--- config.mk ---
export PLATFORM = sky130hd
export DESIGN_NAME = irq_nest_ctrl
export DESIGN_NICKNAME = d
export VERILOG_FILES = /design/src/rtl/irq_nest_pkg.sv /design/src/rtl/irq_pin_sync.sv /design/src/rtl/irq_pick.sv /design/src/rtl/irq_lvl_stack.sv /design/src/rtl/irq_nest_ctrl.sv
export SDC_FILE = /design/constraint.sdc
export NUM_CORES = 1
export LEC_CHECK = 0
export CORE_UTILIZATION = 45
export DETAILED_ROUTE_END_ITERATION = 16
export PLACE_DENSITY = 0.81
export RECOVER_POWER = 25
export SYNTH_ARGS = -nofsm -noshare
export SYNTH_HDL_FRONTEND = slang
export SYNTH_SLANG_ARGS = --single-unit
--- constraint.sdc ---
create_clock -name clk -period 3.5 [get_ports clk]
set_input_delay 0.7 -clock clk [delete_from_list [all_inputs] [get_ports clk]]
set_output_delay 0.7 -clock clk [all_outputs]
set_load 0.02 [all_outputs]
--- src/rtl/irq_nest_pkg.sv ---
package irq_nest_pkg;

    localparam int NSRC = 5;
    localparam int NPER = 3;
    localparam int NEXT = 2;

    typedef logic [1:0] lvl_t;
    localparam lvl_t LVL_NONE = 2'b11;
    localparam lvl_t LVL_LOW  = 2'b00;
    localparam lvl_t LVL_HIGH = 2'b01;

    // Slot layout: ext0, tmr0, ext1, tmr1, serial
    function automatic logic [NSRC-1:0] merge_req(input logic [NEXT-1:0] ext,
                                                  input logic [NPER-1:0] per);
        return {per[2], per[1], ext[1], per[0], ext[0]};
    endfunction

    function automatic logic [NEXT-1:0] ext_slots(input logic [NSRC-1:0] v);
        return {v[2], v[0]};
    endfunction

endpackage

--- src/rtl/irq_pin_sync.sv ---
module irq_pin_sync (
    input  logic clk,
    input  logic rst_n,
    input  logic pin_n_i,
    input  logic edge_mode_i,
    input  logic ack_i,
    output logic pend_o
);

    typedef struct packed {
        logic s1;
        logic s2;
        logic prev;
        logic flag;
    } pin_st_t;

    pin_st_t st_d, st_q;
    logic    fall;

    always_comb begin
        st_d      = st_q;
        st_d.s1   = pin_n_i;
        st_d.s2   = st_q.s1;
        st_d.prev = st_q.s2;
        fall      = st_q.prev & ~st_q.s2;
        if (edge_mode_i) begin
            st_d.flag = fall | (st_q.flag & ~ack_i);
        end else begin
            st_d.flag = 1'b0;
        end
    end

    always_ff @(posedge clk or negedge rst_n) begin
        if (!rst_n) begin
            st_q <= '{s1: 1'b1, s2: 1'b1, prev: 1'b1, flag: 1'b0};
        end else begin
            st_q <= st_d;
        end
    end

    assign pend_o = edge_mode_i ? st_q.flag : ~st_q.s2;

endmodule

--- src/rtl/irq_pick.sv ---
module irq_pick #(
    parameter int NSRC  = 5,
    localparam int IDXW = (NSRC > 1) ? $clog2(NSRC) : 1
) (
    input  logic [NSRC-1:0] req_i,
    input  logic [NSRC-1:0] en_i,
    input  logic [NSRC-1:0] pri_i,
    input  logic            busy_i,
    input  logic            top_hi_i,
    output logic            hit_o,
    output logic [IDXW-1:0] idx_o,
    output logic            hit_hi_o
);

    logic [NSRC-1:0] cand;

    always_comb begin
        for (int i = 0; i < NSRC; i++) begin
            // blocked when level in service >= own priority
            cand[i] = req_i[i] & en_i[i] & ~(busy_i & (~pri_i[i] | top_hi_i));
        end
        hit_o    = 1'b0;
        idx_o    = '0;
        hit_hi_o = 1'b0;
        for (int i = NSRC - 1; i >= 0; i--) begin
            if (cand[i]) begin
                hit_o    = 1'b1;
                idx_o    = IDXW'(i);
                hit_hi_o = pri_i[i];
            end
        end
    end

endmodule

--- src/rtl/irq_lvl_stack.sv ---
module irq_lvl_stack
    import irq_nest_pkg::*;
#(
    parameter int DEPTH = 2,
    localparam int CW   = $clog2(DEPTH + 1)
) (
    input  logic clk,
    input  logic rst_n,
    input  logic push_i,
    input  logic push_hi_i,
    input  logic pop_i,
    output logic busy_o,
    output logic top_hi_o,
    output lvl_t cur_lvl_o
);

    typedef struct packed {
        logic [CW-1:0]    cnt;
        logic [DEPTH-1:0] hi;
    } stk_st_t;

    stk_st_t stk_d, stk_q;

    always_comb begin
        stk_d = stk_q;
        if (push_i && (stk_q.cnt < CW'(DEPTH))) begin
            for (int i = 0; i < DEPTH; i++) begin
                if (int'(stk_q.cnt) == i) begin
                    stk_d.hi[i] = push_hi_i;
                end
            end
            stk_d.cnt = stk_q.cnt + CW'(1);
        end else if (pop_i && (stk_q.cnt != '0)) begin
            stk_d.cnt = stk_q.cnt - CW'(1);
        end
    end

    always_ff @(posedge clk or negedge rst_n) begin
        if (!rst_n) begin
            stk_q <= '0;
        end else begin
            stk_q <= stk_d;
        end
    end

    always_comb begin
        top_hi_o = 1'b0;
        for (int i = 0; i < DEPTH; i++) begin
            if (int'(stk_q.cnt) == i + 1) begin
                top_hi_o = stk_q.hi[i];
            end
        end
        busy_o    = (stk_q.cnt != '0);
        cur_lvl_o = busy_o ? {1'b0, top_hi_o} : LVL_NONE;
    end

endmodule

--- src/rtl/irq_nest_ctrl.sv ---
module irq_nest_ctrl
    import irq_nest_pkg::*;
#(
    parameter int             VEC_W    = 8,
    parameter int             VEC_BASE = 3,
    parameter int             VEC_STEP = 8,
    parameter int             EN_W     = 8,
    parameter int             EA_BIT   = 7,
    parameter logic [NSRC-1:0] AUTO_CLR = 5'b01111,
    localparam int            IDXW     = $clog2(NSRC)
) (
    input  logic             clk,
    input  logic             rst_n,
    input  logic [NEXT-1:0]  ext_n_i,
    input  logic [NEXT-1:0]  ext_edge_i,
    input  logic [NPER-1:0]  per_req_i,
    input  logic [EN_W-1:0]  en_i,
    input  logic [NSRC-1:0]  pri_i,
    input  logic             cpu_idle_i,
    input  logic             insn_end_i,
    input  logic             reti_i,
    output logic             take_o,
    output logic [VEC_W-1:0] vec_o,
    output logic [NSRC-1:0]  clr_o,
    output logic             wake_o,
    output logic [1:0]       cur_lvl_o,
    output logic [NEXT-1:0]  ext_pend_o
);

    typedef struct packed {
        logic             take;
        logic [VEC_W-1:0] vec;
        logic [NSRC-1:0]  clr;
        logic             wake;
        logic             hold;
    } ctl_st_t;

    ctl_st_t ctl_d, ctl_q;

    logic [NSRC-1:0] req_all;
    logic [NEXT-1:0] ext_ack;
    logic            busy, top_hi, hit, hit_hi;
    logic [IDXW-1:0] hit_idx;
    logic            push;
    logic            step, held;
    lvl_t            lvl;
    logic            unused_en;

    assign unused_en = ^en_i[EA_BIT-1:NSRC];

    // external pins: one synchronizer / detector per pin
    for (genvar k = 0; k < NEXT; k++) begin : g_pin
        irq_pin_sync u_pin (
            .clk         (clk),
            .rst_n       (rst_n),
            .pin_n_i     (ext_n_i[k]),
            .edge_mode_i (ext_edge_i[k]),
            .ack_i       (ext_ack[k]),
            .pend_o      (ext_pend_o[k])
        );
    end

    assign req_all = merge_req(ext_pend_o, per_req_i);

    irq_pick #(.NSRC(NSRC)) u_pick (
        .req_i    (req_all),
        .en_i     (en_i[NSRC-1:0]),
        .pri_i    (pri_i),
        .busy_i   (busy),
        .top_hi_i (top_hi),
        .hit_o    (hit),
        .idx_o    (hit_idx),
        .hit_hi_o (hit_hi)
    );

    irq_lvl_stack #(.DEPTH(2)) u_stk (
        .clk       (clk),
        .rst_n     (rst_n),
        .push_i    (push),
        .push_hi_i (hit_hi),
        .pop_i     (reti_i),
        .busy_o    (busy),
        .top_hi_o  (top_hi),
        .cur_lvl_o (lvl)
    );

    always_comb begin
        step       = insn_end_i | cpu_idle_i;
        held       = ctl_q.hold | reti_i;
        ctl_d      = ctl_q;
        ctl_d.take = 1'b0;
        ctl_d.clr  = '0;
        ctl_d.wake = 1'b0;
        ctl_d.hold = held;
        push       = 1'b0;
        if (step) begin
            ctl_d.hold = 1'b0;
            if (!held && en_i[EA_BIT] && hit) begin
                if (cpu_idle_i) begin
                    ctl_d.wake = 1'b1;
                    ctl_d.hold = 1'b1;
                end else begin
                    ctl_d.take = 1'b1;
                    ctl_d.vec  = VEC_W'(VEC_BASE + VEC_STEP * int'(hit_idx));
                    for (int i = 0; i < NSRC; i++) begin
                        ctl_d.clr[i] = AUTO_CLR[i] && (int'(hit_idx) == i);
                    end
                    push = 1'b1;
                end
            end
        end
        ext_ack = ext_slots(ctl_d.clr);
    end

    always_ff @(posedge clk or negedge rst_n) begin
        if (!rst_n) begin
            ctl_q <= '0;
        end else begin
            ctl_q <= ctl_d;
        end
    end

    assign take_o    = ctl_q.take;
    assign vec_o     = ctl_q.vec;
    assign clr_o     = ctl_q.clr;
    assign wake_o    = ctl_q.wake;
    assign cur_lvl_o = lvl;

endmodule

==> results of run 1 <==
-- flip-flops by register name, summed over array words and instances, names as in the netlist --
name / cells
clr_o: 4
ctl_q: 1
g_pin.u_pin.st_d: 4
g_pin.u_pin.st_q: 4
take_o: 1
u_stk.stk_q: 4
vec_o: 4
wake_o: 1
-- cells in the mapped netlist, drive strengths merged, types with 2 or more instances --
cell type / number / area (um2)
a21oi: 8 / 40.0
and2: 2 / 12.5
and3: 2 / 12.5
buf: 16 / 120
dfrtp: 17 / 425
dfstp: 6 / 158
inv: 5 / 18.8
mux2: 2 / 22.5
nand2: 5 / 18.8
nand2b: 5 / 31.3
nor2: 7 / 28.8
nor2b: 3 / 18.8
nor3: 3 / 20.0
nor4: 2 / 12.5
o2111ai: 2 / 30.0
o211ai: 2 / 25.0
o31ai: 5 / 51.3
-- layer usage --
| metal | vias to the layer above | part of all wire [%] | wire length (um) |
|---|---|---|---|
| li1 | 440 | - | - |
| met1 | 436 | 45 | 1030 |
| met2 | 31 | 49 | 1120 |
| met3 | 2 | 5.9 | 136 |
| met4 | 0 | 0.78 | 18 |
| met5 | - | 0 | 0 |
-- power by group through the flow --
stage          combinational (uW)  clock (uW)  sequential, uW
4_1_cts                       157         127             307
6_report                      155         121             307
3_3_place_gp                  153           0             311
3_5_place_dp                  156           0             312
2_1_floorplan                 104           0             309
5_1_grt                       171         135             309
-- worst min path at each step --
stage / start / cells after the start / endpoint
5_1_grt: g_pin[1].u_pin.st_d[2] / 0 / g_pin[1].u_pin.st_d[1]
3_5_place_dp: g_pin[0].u_pin.st_d[2] / 0 / g_pin[0].u_pin.st_d[1]
3_3_place_gp: g_pin[1].u_pin.st_d[2] / 0 / g_pin[1].u_pin.st_d[1]
2_1_floorplan: g_pin[0].u_pin.st_d[2] / 0 / g_pin[0].u_pin.st_d[1]
6_report: g_pin[1].u_pin.st_d[2] / 0 / g_pin[1].u_pin.st_d[1]
4_1_cts: g_pin[1].u_pin.st_d[2] / 0 / g_pin[1].u_pin.st_d[1]
-- worst register-to-register path, cell delays in order, from the launching register on --
cell and delay [ns]:
dfrtp_1 0.49, nor2_2 0.38, o2111ai_2 0.20, a31oi_2 0.33, o31ai_4 0.17, nor3_2 0.19, mux2_1 0.34
-- metrics by stage --
step	instances	utilization, %	setup WS [ns]
detailed placement	165	60.2	0.714
global route	169	61.2	0.436
finish	169	61.2	0.575
CTS	169	61.2	0.550
floorplan	114	-	1.42
global placement	165	60.2	0.728
-- layout make-up --
class,count,area share (%)
tap,30,2.45
clock buffer,4,1.72
sequential,23,38.1
timing repair buffer,37,24.2
inverter,5,1.23
multi-input combinational,70,32.3
-- cells by family after synthesis --
group / Yosys count
compound gates: 29
mux: 2
simple gates: 35
flops: 23
other cells: 1
buf+inv: 21
==> out/qor.txt, run 1 <==
Compound-Gate Fraction of Synth Area = 21.3%
Pin count of the biggest net entering global routing = 24
Commonest non-fill, non-tap cell in the layout = clkdlybuf4s50_1
CP Buf/Inv Count = 1
Setup tns final = 0 ns
Slowest-stage cell, CP = clkdlybuf4s50_1
GP Congestion = 0.952
Grt met3 use = 3.11%
DP HPWL = 1.79 mm
Critical Path Max Stage Delay = 0.57 ns
Die Area = 2890 um2
Residual DRC = 0
Synthesized area per cell = 10.9 um2
FF-to-FF path depth = 6
Ratio of final minimum period to clock period = 83.6%
Sw frac = 29.2%
Least-Margin Pin Slew = 1.00 ns
Worst path cell trace = and2b_1 -> a22oi_1 -> o21ai_0 -> clkdlybuf4s50_1
DRT iter0 DRCs = 17
CP required = 2.80 ns
Worst VDD drop = 208 uV
Congestion Overflow GR = 0
Max-Cap Viols = 0
CP endpoint kind = output pin
Crit path capture = cur_lvl_o[0]
Input/output buffers = 37
Die height = 53.7 um
Area delta synth->final = 27.0%
Number of global-route vias before repair = 932
Layout net count = 165
P_sw = 170 uW
Slew headroom = 32.9%
Hold Crit Class = reg -> reg
Root Buffer = clkbuf_4
Register share of total power = 52.6%
Mux cell area share after synthesis = 1.87%
Core footprint = 2500 um2
Pwr dens = 381 nW/um2
Initial antenna violation count = 0
CTS clk-pin slew, worst paths = 0.12 ns
Pins Over Slew Limit = 0
Sequential area share after synthesis = 48.4%
Final Hold Viols = 0
Top Family by Delay on Critical Path = compound AO/OA/AOI/OAI gates
Share of layout cells above drive strength 1 = 12.9%
Total detailed-routing wirelength = 2.31 mm
Status = finished clean
Top FF cell, synth = dfrtp_1
Rows = 18
Post-CTS Setup Bufs = 0
Gate Count Post-Synth = 111
Power Internal = 413 uW
First-pass GRT wire length = 3.91 mm
Critical path launch point type = flip-flop
I/O Pins = 44
Hold_ws = 0.372 ns
GRT busiest layer = met2
CTS tree = yes
Num Clock Sinks = 23
Htree depth = 1
Vias/cell = 5.38
Reg2reg start = u_stk.stk_q[2]
Number of enable flip-flop cells after synthesis = 0
Worst-path maximum fanout = 9
Clock Power Share = 20.7%
Reg area = 583 um2
Number of fill cells in the layout = 217
Met1 GRT Util = 23.6%
Reg-to-Reg End = u_stk.stk_q[0]
Average wire per standard cell = 13.6 um
CP Depth = 4
Tot Pwr = 583 uW
Overall Global Routing Usage = 18.7%
Netlist cell types = 39
Unrepaired setup endpoints after global routing = false
Area share of fa/ha/maj cells after synthesis = 0%
FF-to-FF setup slack = 1.29 ns
Critical path origin = u_stk.stk_q[3]
Synth Cell Area = 1200 um2
Register bit total from synthesis = 23
Die width = 53.7 um
Largest family of logic cells by synthesized area = compound AO/OA/AOI/OAI gates
Total number of vias = 909
Drt pass-1 iters = 4
Finished layout cell area = 1530 um2
Clock Skew = 0.00240 ns
Synthesis Warnings = 0
Post-Synth Simple-Gate Area = 16.6%
Xor and xnor area share after synthesis = 0%
Crit Path Class = reg -> out
Placed Instance Area = 1500 um2
CP Data Arrival Time = 2.23 ns
Achievable frequency = 342 MHz
Combinational Power Share = 26.6%
Final min period = 2.93 ns
Async SR Flop Fraction = 100%
Antenna diodes = 0
Leakage = 0.000665 uW
Multi-input logic area = 494 um2
Antenna Violating Nets Remaining = 0
CTS Hold Bufs = 0
Starting Density = 48.2%
# resized after CTS = 0
Clock buffer count from CTS = 3
CTS Buffer Depth = 2
GR Util met2 = 31.9%
Commonest non-fill, non-tap cells in the layout = clkdlybuf4s50_1, dfrtp_1, a21oi_1
Clk_lat worst skew = 0.30 ns
Final setup vio count = 0
Note: power is estimated with default switching activity, not from simulation.
==> run 2, diff against run 1 <==
--- a/config.mk
+++ b/config.mk
@@ -5,9 +5,9 @@
 export SDC_FILE = /design/constraint.sdc
 export NUM_CORES = 1
 export LEC_CHECK = 0
-export CORE_UTILIZATION = 45
+export CORE_UTILIZATION = 39
 export DETAILED_ROUTE_END_ITERATION = 16
-export PLACE_DENSITY = 0.81
+export PLACE_DENSITY = 0.74
 export RECOVER_POWER = 25
 export SYNTH_ARGS = -nofsm -noshare
 export SYNTH_HDL_FRONTEND = slang
==> constraint.sdc (replaced) <==
create_clock -name clk -period 2.4 [get_ports clk]
set_input_delay 0.48 -clock clk [delete_from_list [all_inputs] [get_ports clk]]
set_output_delay 0.48 -clock clk [all_outputs]
set_load 0.02 [all_outputs]
==> run 2 against run 1 <==
The flow now finishes with violations (design-rule violations); global-route usage fell by 2.6 points; via count increased by 1.2%; flip-flop and latch count did not move; final cell count is 5.3% higher; register-to-register slack got worse by 1.0 ns; largest power group unchanged; critical endpoint is now ext_pend_o[0]; worst hold slack lost 0.0015 ns; final area rose by 4.3%; total power is 48% higher; setup slack got worse by 0.49 ns; die area is 15% higher; utilization is 5.2 points lower; critical path depth unchanged.
==> out/qor.txt, run 2 (same netlist as run 1, synthesis figures left out) <==
Status = complete, but fails checks
Violated checks = design-rule violations
Hold Path Depth = 0 (unchanged)
I/O Pins = 44 (unchanged)
Hold_ws = 0.371 ns (-0.00150 ns)
DRT iter0 DRCs = 23 (+6)
Max-Cap Viols = 0 (unchanged)
Reg area = 584 um2 (+0.21%)
Input/output buffers = 37 (unchanged)
CTS tree = yes
Critical path origin = ext_edge_i[0]
Hold Crit Class = reg -> reg
Min-delay src = g_pin[1].u_pin.st_d[2]
Drt pass-1 iters = 10 (+6)
CTS clk-pin slew, worst paths = 0.13 ns (about the same)
Antenna Violating Nets Remaining = 0 (unchanged)
CTS Buffer Depth = 2 (unchanged)
Htree depth = 1 (unchanged)
CP required = 1.92 ns (-0.88 ns)
Final setup vio count = 0 (unchanged)
Pwr dens = 539 nW/um2 (+41%)
Final non-filler cell total = 178 (+5.3%)
Antenna diodes = 0 (unchanged)
Ratio of final minimum period to clock period = 96.3%
Crit Path Class = in -> out
Setup tns final = 0 ns (unchanged)
Hold EP = g_pin[1].u_pin.st_d[1]
Reg2reg start = u_stk.stk_q[3]
Commonest non-fill, non-tap cell in the layout = clkdlybuf4s50_1
Critical path launch point type = input port
First-pass GRT wire length = 4.04 mm (+3.5%)
Core footprint = 2850 um2 (+14%)
Placed Cells = 174 (+5.5%)
CP endpoint kind = output pin
Clk_lat worst skew = 0.32 ns (+0.02 ns)
Number of global-route vias before repair = 928 (-0.43%)
Initial antenna violation count = 0 (unchanged)
Post-CTS Setup Bufs = 0 (unchanged)
Commonest non-fill, non-tap cells in the layout = clkdlybuf4s50_1, dfrtp_1, a21oi_1
Pin count of the biggest net entering global routing = 24 (unchanged)
Achievable frequency = 433 MHz
Placed Instance Area = 1570 um2 (+4.1%)
Clock buffer count from CTS = 3 (unchanged)
FF-to-FF path depth = 6 (unchanged)
Pins Over Slew Limit = 0 (unchanged)
Unrepaired setup endpoints after global routing = false
Least-Margin Pin Slew = 1.18 ns (+0.180 ns)
GP Congestion = 0.893 (-6.2%)
Leakage = 0.000710 uW (+6.8%)
Num Clock Sinks = 23 (unchanged)
Average wire per standard cell = 12.8 um (-6.4%)
Clock Skew = 0.00929 ns (+0.00689 ns)
Number of fill cells in the layout = 258 (+19%)
Slew headroom = 21.1% (-12 points)
Residual DRC = 3 (+3)
Area delta synth->final = 32.5%
Final Hold Viols = 0 (unchanged)
Final min period = 2.31 ns
Worst VDD drop = 298 uV (+44%)
Total detailed-routing wirelength = 2.27 mm (-1.4%)
Layout net count = 173 (+4.8%)
CP Data Arrival Time = 1.83 ns (-0.40 ns)
DP HPWL = 1.81 mm (+1.0%)
Die Area = 3320 um2 (+15%)
Worst-path maximum fanout = 3 (-6)
Overall Global Routing Usage = 16.1% (-2.6 points)
Vias/cell = 5.17 (-3.9%)
Finished layout cell area = 1600 um2 (+4.3%)
Reg-to-Reg End = u_stk.stk_q[0]
Root Buffer = clkbuf_4
Multi-input logic area = 499 um2 (+1.0%)
Die width = 57.6 um (+7.1%)
Die height = 57.6 um (+7.1%)
Rows = 19 (+1)
Total number of vias = 920 (+1.2%)
FF-to-FF setup slack = 0.28 ns (-1.01 ns)
Congestion Overflow GR = 0 (unchanged)
Starting Density = 42.2% (-6.0 points)
Share of layout cells above drive strength 1 = 18.4% (+5.4 points)
[run 2: worst max path at each step]
stage | to | slack [ns]
final | ext_pend_o[0] | 0.09
after global routing | ext_pend_o[0] | 0.03
after CTS | ext_pend_o[1] | 0.04
after detailed placement | u_stk.stk_q[0] | 0.04
after global placement | ext_pend_o[1] | 0.07
after floorplan | u_stk.stk_q[0] | 0.32
[run 2: critical path, cell delays in order]
cell	delay, ns
clkdlybuf4s50_1	0.49
nand2b_1	0.14
and2_1	0.12
clkdlybuf4s50_1	0.59
[run 2: metrics by stage]
stage | power [uW] | worst slack, ns | utilization, %
floorplan | 602 | 0.318 | -
global placement | 688 | 0.0653 | 54.9
detailed placement | 694 | 0.0358 | 54.9
CTS | 878 | 0.0446 | 55.8
global route | 917 | 0.0296 | 56.0
finish | 861 | 0.0889 | 56.0
[run 2: routing by layer]
layer / part of all wire, % / wire length (um) / global-route usage [%] / vias to the layer above
met1: 42 / 953 / 18.8 / 426
met3: 4.1 / 93 / 1.81 / 7
met5: 0 / 0 / 0 / -
met4: 3.2 / 72 / 11.1 / 0
li1: - / - / - / 456
met2: 51 / 1150 / 27.6 / 31
[run 2: cell type report]
| cell class | count | share of cell area, % |
|---|---|---|
| Inverter | 5 | 1.18 |
| Tap cell | 31 | 2.43 |
| Clock buffer | 3 | 1.41 |
| Multi-Input combinational cell | 70 | 31.3 |
| Clock inverter | 1 | 0.313 |
| Sequential cell | 23 | 36.6 |
| Timing Repair Buffer | 45 | 26.8 |
[run 2: what timing repair did]
item,4_1_cts,5_1_grt
hold buffers,0,0
setup endpoints to repair,1,2
resized for setup,2,2
[run 2: where the power goes]
group | switching, uW | internal [uW] | total [uW]
logic | 115 | 120 | 235
registers | 21.6 | 426 | 447
clock network | 116 | 62.4 | 178
total | 253 | 608 | 861
